## config.mk

```make
export PLATFORM = sky130hd
export DESIGN_NAME = cap_unit
export DESIGN_NICKNAME = d
export VERILOG_FILES = /design/src/rtl/cap_pkg.sv /design/src/rtl/cap_counter.sv /design/src/rtl/cap_edge_det.sv /design/src/rtl/cap_pair.sv /design/src/rtl/cap_unit.sv
export SDC_FILE = /design/constraint.sdc
export NUM_CORES = 1
export LEC_CHECK = 0
export CORE_AREA = 2 2 112 114
export CTS_CLUSTER_SIZE = 12
export DETAILED_ROUTE_END_ITERATION = 16
export DIE_AREA = 0 0 114 116
export GPL_TIMING_DRIVEN = 0
export PLACE_DENSITY = 0.65
export SETUP_SLACK_MARGIN = 0.5
export SYNTH_ARGS = -nofsm -noshare
export SYNTH_HDL_FRONTEND = slang
export SYNTH_SLANG_ARGS = --single-unit
export TNS_END_PERCENT = 50
```

## constraint.sdc

```tcl
create_clock -name clk -period 2.6 [get_ports clk]
set_input_delay 0.52 -clock clk [delete_from_list [all_inputs] [get_ports clk]]
set_output_delay 0.52 -clock clk [all_outputs]
set_load 0.02 [all_outputs]
```

## src/rtl/cap_pkg.sv

```systemverilog
package cap_pkg;
  localparam int NUM_CH   = 4;
  localparam int NUM_PAIR = 2;
  localparam int ADDR_W   = 3;
  localparam int CTRL_W   = 10;

  // register addresses; channel n capture lives at address n+1
  typedef enum logic [ADDR_W-1:0] {
    RS_COUNT = 3'd0,
    RS_CAPA  = 3'd1,
    RS_CAPB  = 3'd2,
    RS_CAPC  = 3'd3,
    RS_CAPD  = 3'd4,
    RS_CTRL  = 3'd5,
    RS_FLAG  = 3'd6
  } reg_sel_e;

  typedef struct packed {
    logic [NUM_PAIR-1:0] link;       // bit 8: C buffers A, bit 9: D buffers B
    logic [NUM_CH-1:0]   irq_en;     // bits 7:4
    logic [NUM_CH-1:0]   edge_rise;  // bits 3:0, 1 = rising, 0 = falling
  } ctrl_t;
endpackage

```

## src/rtl/cap_counter.sv

```systemverilog
module cap_counter #(
  parameter int W = 16
) (
  input  logic         clk,
  input  logic         rst_n,
  input  logic         en,
  output logic [W-1:0] value
);
  always_ff @(posedge clk or negedge rst_n) begin
    if (!rst_n)  value <= '0;
    else if (en) value <= value + 1'b1;
  end
endmodule

```

## src/rtl/cap_edge_det.sv

```systemverilog
module cap_edge_det #(
  parameter int STAGES = 2
) (
  input  logic clk,
  input  logic rst_n,
  input  logic pin,
  output logic rise,
  output logic fall
);
  logic [STAGES-1:0] sync_q;
  logic              last_q;

  always_ff @(posedge clk or negedge rst_n) begin
    if (!rst_n) begin
      sync_q <= '0;
      last_q <= 1'b0;
    end else begin
      sync_q <= {sync_q[STAGES-2:0], pin};
      last_q <= sync_q[STAGES-1];
    end
  end

  assign rise = sync_q[STAGES-1] & ~last_q;
  assign fall = ~sync_q[STAGES-1] & last_q;
endmodule

```

## src/rtl/cap_pair.sv

```systemverilog
// One primary channel plus its partner, which can act as history buffer.
module cap_pair #(
  parameter int W = 16
) (
  input  logic         clk,
  input  logic         rst_n,
  input  logic         link,
  input  logic         sel_p,
  input  logic         sel_b,
  input  logic         p_rise,
  input  logic         p_fall,
  input  logic         b_rise,
  input  logic         b_fall,
  input  logic         rd_hit,
  input  logic [W-1:0] cnt,
  output logic [W-1:0] p_q,
  output logic [W-1:0] b_q,
  output logic         p_set,
  output logic         b_set,
  output logic         go
);
  logic pend_q;
  logic p_own, p_alt, b_ev, req, stall;

  assign p_own = sel_p ? p_rise : p_fall;
  assign p_alt = sel_b ? p_rise : p_fall;   // partner's edge choice applied to primary pin
  assign b_ev  = sel_b ? b_rise : b_fall;

  assign req   = link ? (p_own | p_alt | pend_q) : p_own;
  assign stall = link & rd_hit;
  assign go    = req & ~stall;

  assign p_set = go;
  assign b_set = b_ev;

  always_ff @(posedge clk or negedge rst_n) begin
    if (!rst_n) begin
      pend_q <= 1'b0;
      p_q    <= '0;
      b_q    <= '0;
    end else begin
      pend_q <= link & req & stall;
      if (go) begin
        p_q <= cnt;
        if (link) b_q <= p_q;
      end
      if (!link && b_ev) b_q <= cnt;
    end
  end
endmodule

```

## src/rtl/cap_unit.sv

```systemverilog
module cap_unit
  import cap_pkg::*;
#(
  parameter int CNT_W       = 16,
  parameter int SYNC_STAGES = 2
) (
  input  logic              clk,
  input  logic              rst_n,
  input  logic              cnt_en,
  input  logic [NUM_CH-1:0] cap_pin,
  input  logic              reg_rd,
  input  logic              reg_wr,
  input  logic [ADDR_W-1:0] reg_addr,
  input  logic [CNT_W-1:0]  reg_wdata,
  output logic [CNT_W-1:0]  reg_rdata,
  output logic              irq
);
  logic [CNT_W-1:0]             cnt_q;
  logic [NUM_CH-1:0]            rise, fall, set_pulse, flag_q;
  logic [NUM_CH-1:0][CNT_W-1:0] cap_q;
  logic [NUM_PAIR-1:0]          pair_go, rd_hit;
  ctrl_t                        ctrl_q;

  cap_counter #(.W(CNT_W)) u_cnt (
    .clk(clk), .rst_n(rst_n), .en(cnt_en), .value(cnt_q)
  );

  for (genvar c = 0; c < NUM_CH; c++) begin : g_edge
    cap_edge_det #(.STAGES(SYNC_STAGES)) u_edge (
      .clk(clk), .rst_n(rst_n), .pin(cap_pin[c]), .rise(rise[c]), .fall(fall[c])
    );
  end

  for (genvar p = 0; p < NUM_PAIR; p++) begin : g_pair
    localparam int B = p + NUM_PAIR;
    assign rd_hit[p] = reg_rd && ((reg_addr == ADDR_W'(p + 1)) || (reg_addr == ADDR_W'(B + 1)));
    cap_pair #(.W(CNT_W)) u_pair (
      .clk(clk), .rst_n(rst_n),
      .link(ctrl_q.link[p]),
      .sel_p(ctrl_q.edge_rise[p]), .sel_b(ctrl_q.edge_rise[B]),
      .p_rise(rise[p]), .p_fall(fall[p]), .b_rise(rise[B]), .b_fall(fall[B]),
      .rd_hit(rd_hit[p]), .cnt(cnt_q),
      .p_q(cap_q[p]), .b_q(cap_q[B]),
      .p_set(set_pulse[p]), .b_set(set_pulse[B]), .go(pair_go[p])
    );
  end

  always_ff @(posedge clk or negedge rst_n) begin
    if (!rst_n) begin
      ctrl_q <= '0;
    end else if (reg_wr && reg_addr == RS_CTRL) begin
      ctrl_q <= ctrl_t'(reg_wdata[CTRL_W-1:0]);
    end
  end

  always_ff @(posedge clk or negedge rst_n) begin
    if (!rst_n) begin
      flag_q <= '0;
    end else begin
      for (int c = 0; c < NUM_CH; c++) begin
        if (set_pulse[c])                                        flag_q[c] <= 1'b1;
        else if (reg_wr && reg_addr == RS_FLAG && !reg_wdata[c]) flag_q[c] <= 1'b0;
      end
    end
  end

  assign irq = |(flag_q & ctrl_q.irq_en);

  always_comb begin
    case (reg_sel_e'(reg_addr))
      RS_COUNT: reg_rdata = cnt_q;
      RS_CAPA:  reg_rdata = cap_q[0];
      RS_CAPB:  reg_rdata = cap_q[1];
      RS_CAPC:  reg_rdata = cap_q[2];
      RS_CAPD:  reg_rdata = cap_q[3];
      RS_CTRL:  reg_rdata = CNT_W'(ctrl_q);
      RS_FLAG:  reg_rdata = CNT_W'(flag_q);
      default:  reg_rdata = '0;
    endcase
  end
endmodule

```

==> run metrics <==
Synth Cell Area 5260 um2; Post-DP HPWL 9.09 mm; leading cell type in the layout, fill and taps excluded dfrtp_1; grt ovf 0; total chip power 5.66 mW; maxcap violations 0; synth unique cells 51; initial antenna violation count 0; RSZ-0062 raised after global routing yes; drt first pass iters 5; Fillers 1,014; Multi-input gate area 2530 um2; Hold Path Class in2async; status completed; Area growth syn-to-layout 26.4%; share of cells above drive strength 1 34.5%; initial cell density of the core 44.2%; Storage cell area 2700 um2; Initial DRC Count 255; Clock Skews 0.00670 ns; Synth Area in Adders 0.238%; post-synthesis xor/xnor area fraction 2.50%; Layout Nets 555; Worst VDD drop 490 uV; Final Setup Violations 0; fin. max-slew vios 0; Worst-Skew Late Latency 0.35 ns; DRC viols 0; mux cell area share after synthesis 17.9%; Synth warnings 0; global-route wire length before repair 22.0 mm; register area share after synthesis 51.3%; syn_area_per_cell 11.6 um2; clk buf depth 2; Sink Count 108; Site Rows 40; final setup TNS 0 ns; Worst Tran Pin Value 0.684 ns; sw power 1.86 mW; Port Buffers 37; largest net degree at the start of global routing 59; final worst path period need 2.21 ns; GP Congestion 0.810; Synth Area in Simple Gates 8.72%; pre-CTS WS -1.15 ns; I/O Pins 45; M1 GR Usage 28.0%; Synth async-reset ratio 100%; Sequential Power Share 43.2%; Slew HR 54.4%; met3 Resource Use GR 4.29%; Final period util 85.1%; Total Die Area 13,200 um2; Post-synth EDFFs 0; worst endpoint required time 2.08 ns; Most used DFF post-synth dfrtp_1; Final ANT Viol Nets 0; Clock Pin Slew Worst Setup and Hold Paths 0.08 ns; syn_nets 483; Critical Path Fanout Max 2; total wire length 13.8 mm; main combinational cell family by area after synthesis multiplexers; pwr/cell area 851 nW/um2; post-synthesis compound-gate area fraction 15.4%; Setup Crit Path Kind reg2out; Die Ht 116 um; Pleak 3.03 nW; All-Layer GR Usage 22.0%; vias per inst 5.91; hold_ws 0.202 ns; CTS Buf Count 9; Internal 3.80 mW; TritonCTS clock tree built; GR Layer Usage met2 37.4%; CORE AREA 11,900 um2; Synth Register Bits 108; Clk network pwr share 24.7%; setup ws final 0.386 ns; max frequency 452 MHz; DR WL/cell 20.4 um; crit path launch type flip-flop; die width 114 um; Net Sw Frac 32.9%; vias in the first global route 4,153; Final Hold Fails 0; combinational share of power 32.2%; Most Used Layer, Global Route met2; via count 4,006; # H-tree levels 3; CP endpoint kind output port; Util after Layout 55.9%; CTS root buf clkbuf_16; commonest non-fill, non-tap cells in the layout dfrtp_1 (107), mux2_2 (38), buf_4 (32); CP Data Arrival Time 1.69 ns; Antenna diodes 0; Mapped Cells 454
## power by group through the flow
stage / Sequential, mW / Combinational (mW) / Clock, mW
final: 2.44 / 1.82 / 1.40
after global routing: 2.49 / 1.96 / 1.49
after CTS: 2.43 / 1.76 / 1.42
after detailed placement: 2.45 / 1.64 / 0
after global placement: 2.43 / 1.59 / 0
after floorplan: 2.34 / 1.20 / 0
## timing repair
action / in CTS / in global routing
pin swaps: 16 / 7
endpoints found under the setup margin: 54 / 62
setup buffers: 14 / 7
resized for setup: 167 / 22
hold buffers: 0 / 0
gates cloned: 2 / 0
hold endpoints to repair: 0 / 0
## worst max-delay path, stage by stage (launching register included)
cell	delay, ns
dfrtp_1	0.41
mux2_4	0.28
a22oi_2	0.15
nor2_1	0.06
a31oi_1	0.16
o21ai_1	0.12
buf_4	0.17
## layout make-up
class	instances	area share, %
sequential	108	40.6
multi-input combinational	304	38.1
timing repair buffer	61	8.58
buffer	39	5.15
clock buffer	9	3.39
tap	147	2.76
clock inverter	7	1.17
inverter	3	0.226
## logic make-up (layout without fill, tap and decap cells)
family | count (synthesis) | count (layout)
buf+inv | 42 | 119
flops | 108 | 108
xor+xnor | 15 | 15
compound gates | 112 | 112
fa+ha+maj | 1 | 1
simple gates | 94 | 94
mux | 82 | 82
## path summary, 6_finish.rpt
path | from | end | slack, ns | cells after the start
worst max register to register | g_edge[1].u_edge.sync_q[1]$_DFF_PN0_ | g_pair[1].u_pair.p_q[12]$_DFFE_PN0P_ | 0.51 | 6
worst min register to register | g_edge[0].u_edge.sync_q[0]$_DFF_PN0_ | g_edge[0].u_edge.sync_q[1]$_DFF_PN0_ | 0.35 | 0
min in group clk | g_edge[0].u_edge.sync_q[0]$_DFF_PN0_ | g_edge[0].u_edge.sync_q[1]$_DFF_PN0_ | 0.35 | 0
max in group asynchronous | rst_n | g_pair[0].u_pair.p_q[1]$_DFFE_PN0P_ | 1.68 | 2
worst min-delay path | rst_n | g_pair[0].u_pair.b_q[10]$_DFFE_PN0P_ | 0.20 | 1
worst max-delay path | g_pair[1].u_pair.p_q[0]$_DFFE_PN0P_ | reg_rdata[0] | 0.39 | 6
## state kept, by name, summed over array words and instances, names as in the netlist
signal                count
g_pair.u_pair.p_q        32
g_edge.u_edge.last_q      4
ctrl_q                   10
u_cnt.value              16
g_edge.u_edge.sync_q      8
g_pair.u_pair.pend_q      2
g_pair.u_pair.b_q        32
flag_q                    4
## synth_stat cells, types with 2 or more instances
master / count / area [um2]
a32oi_1: 2 / 17.5
a21oi_2: 2 / 17.5
and3b_1: 2 / 17.5
nor2b_1: 8 / 50.1
a2bb2oi_1: 15 / 131
mux2_4: 9 / 135
nor2_1: 34 / 128
inv_1: 3 / 11.3
mux2i_1: 32 / 320
a21oi_1: 24 / 120
a22oi_1: 13 / 97.6
clkbuf_1: 22 / 82.6
a21o_1: 2 / 15.0
xor2_1: 5 / 43.8
nand2b_1: 8 / 50.1
o221ai_1: 6 / 52.6
a21boi_4: 2 / 37.5
mux4_2: 2 / 45.0
nand3_1: 5 / 25.0
and3_1: 4 / 25.0
a22o_1: 2 / 17.5
o22ai_1: 19 / 119
buf_1: 5 / 18.8
xnor2_1: 10 / 87.6
a221oi_1: 3 / 26.3
a211oi_1: 3 / 22.5
or2_2: 2 / 12.5
and4_1: 2 / 17.5
nand2_1: 20 / 75.1
buf_6: 4 / 45.0
o21ai_0: 10 / 50.1
buf_2: 5 / 25.0
dfrtp_1: 108 / 2700
nand4_1: 4 / 25.0
a31oi_1: 3 / 18.8
mux2_2: 39 / 439
## layer usage
layer | share of wire, % | wire, um | vias to the layer above
met4 | 2.1 | 284 | 0
met3 | 4.3 | 590 | 28
met1 | 44 | 6090 | 2061
met2 | 50 | 6890 | 110
li1 | - | - | 1807
met5 | 0 | 0 | -
## per-stage QoR
step	area (um2)	std cells
after floorplan	5320	454
after detailed placement	5900	639
after CTS	6560	671
final	6650	678
after global placement	5870	638
after global routing	6650	678
No activity file was read; power rests on OpenSTA's default activity.
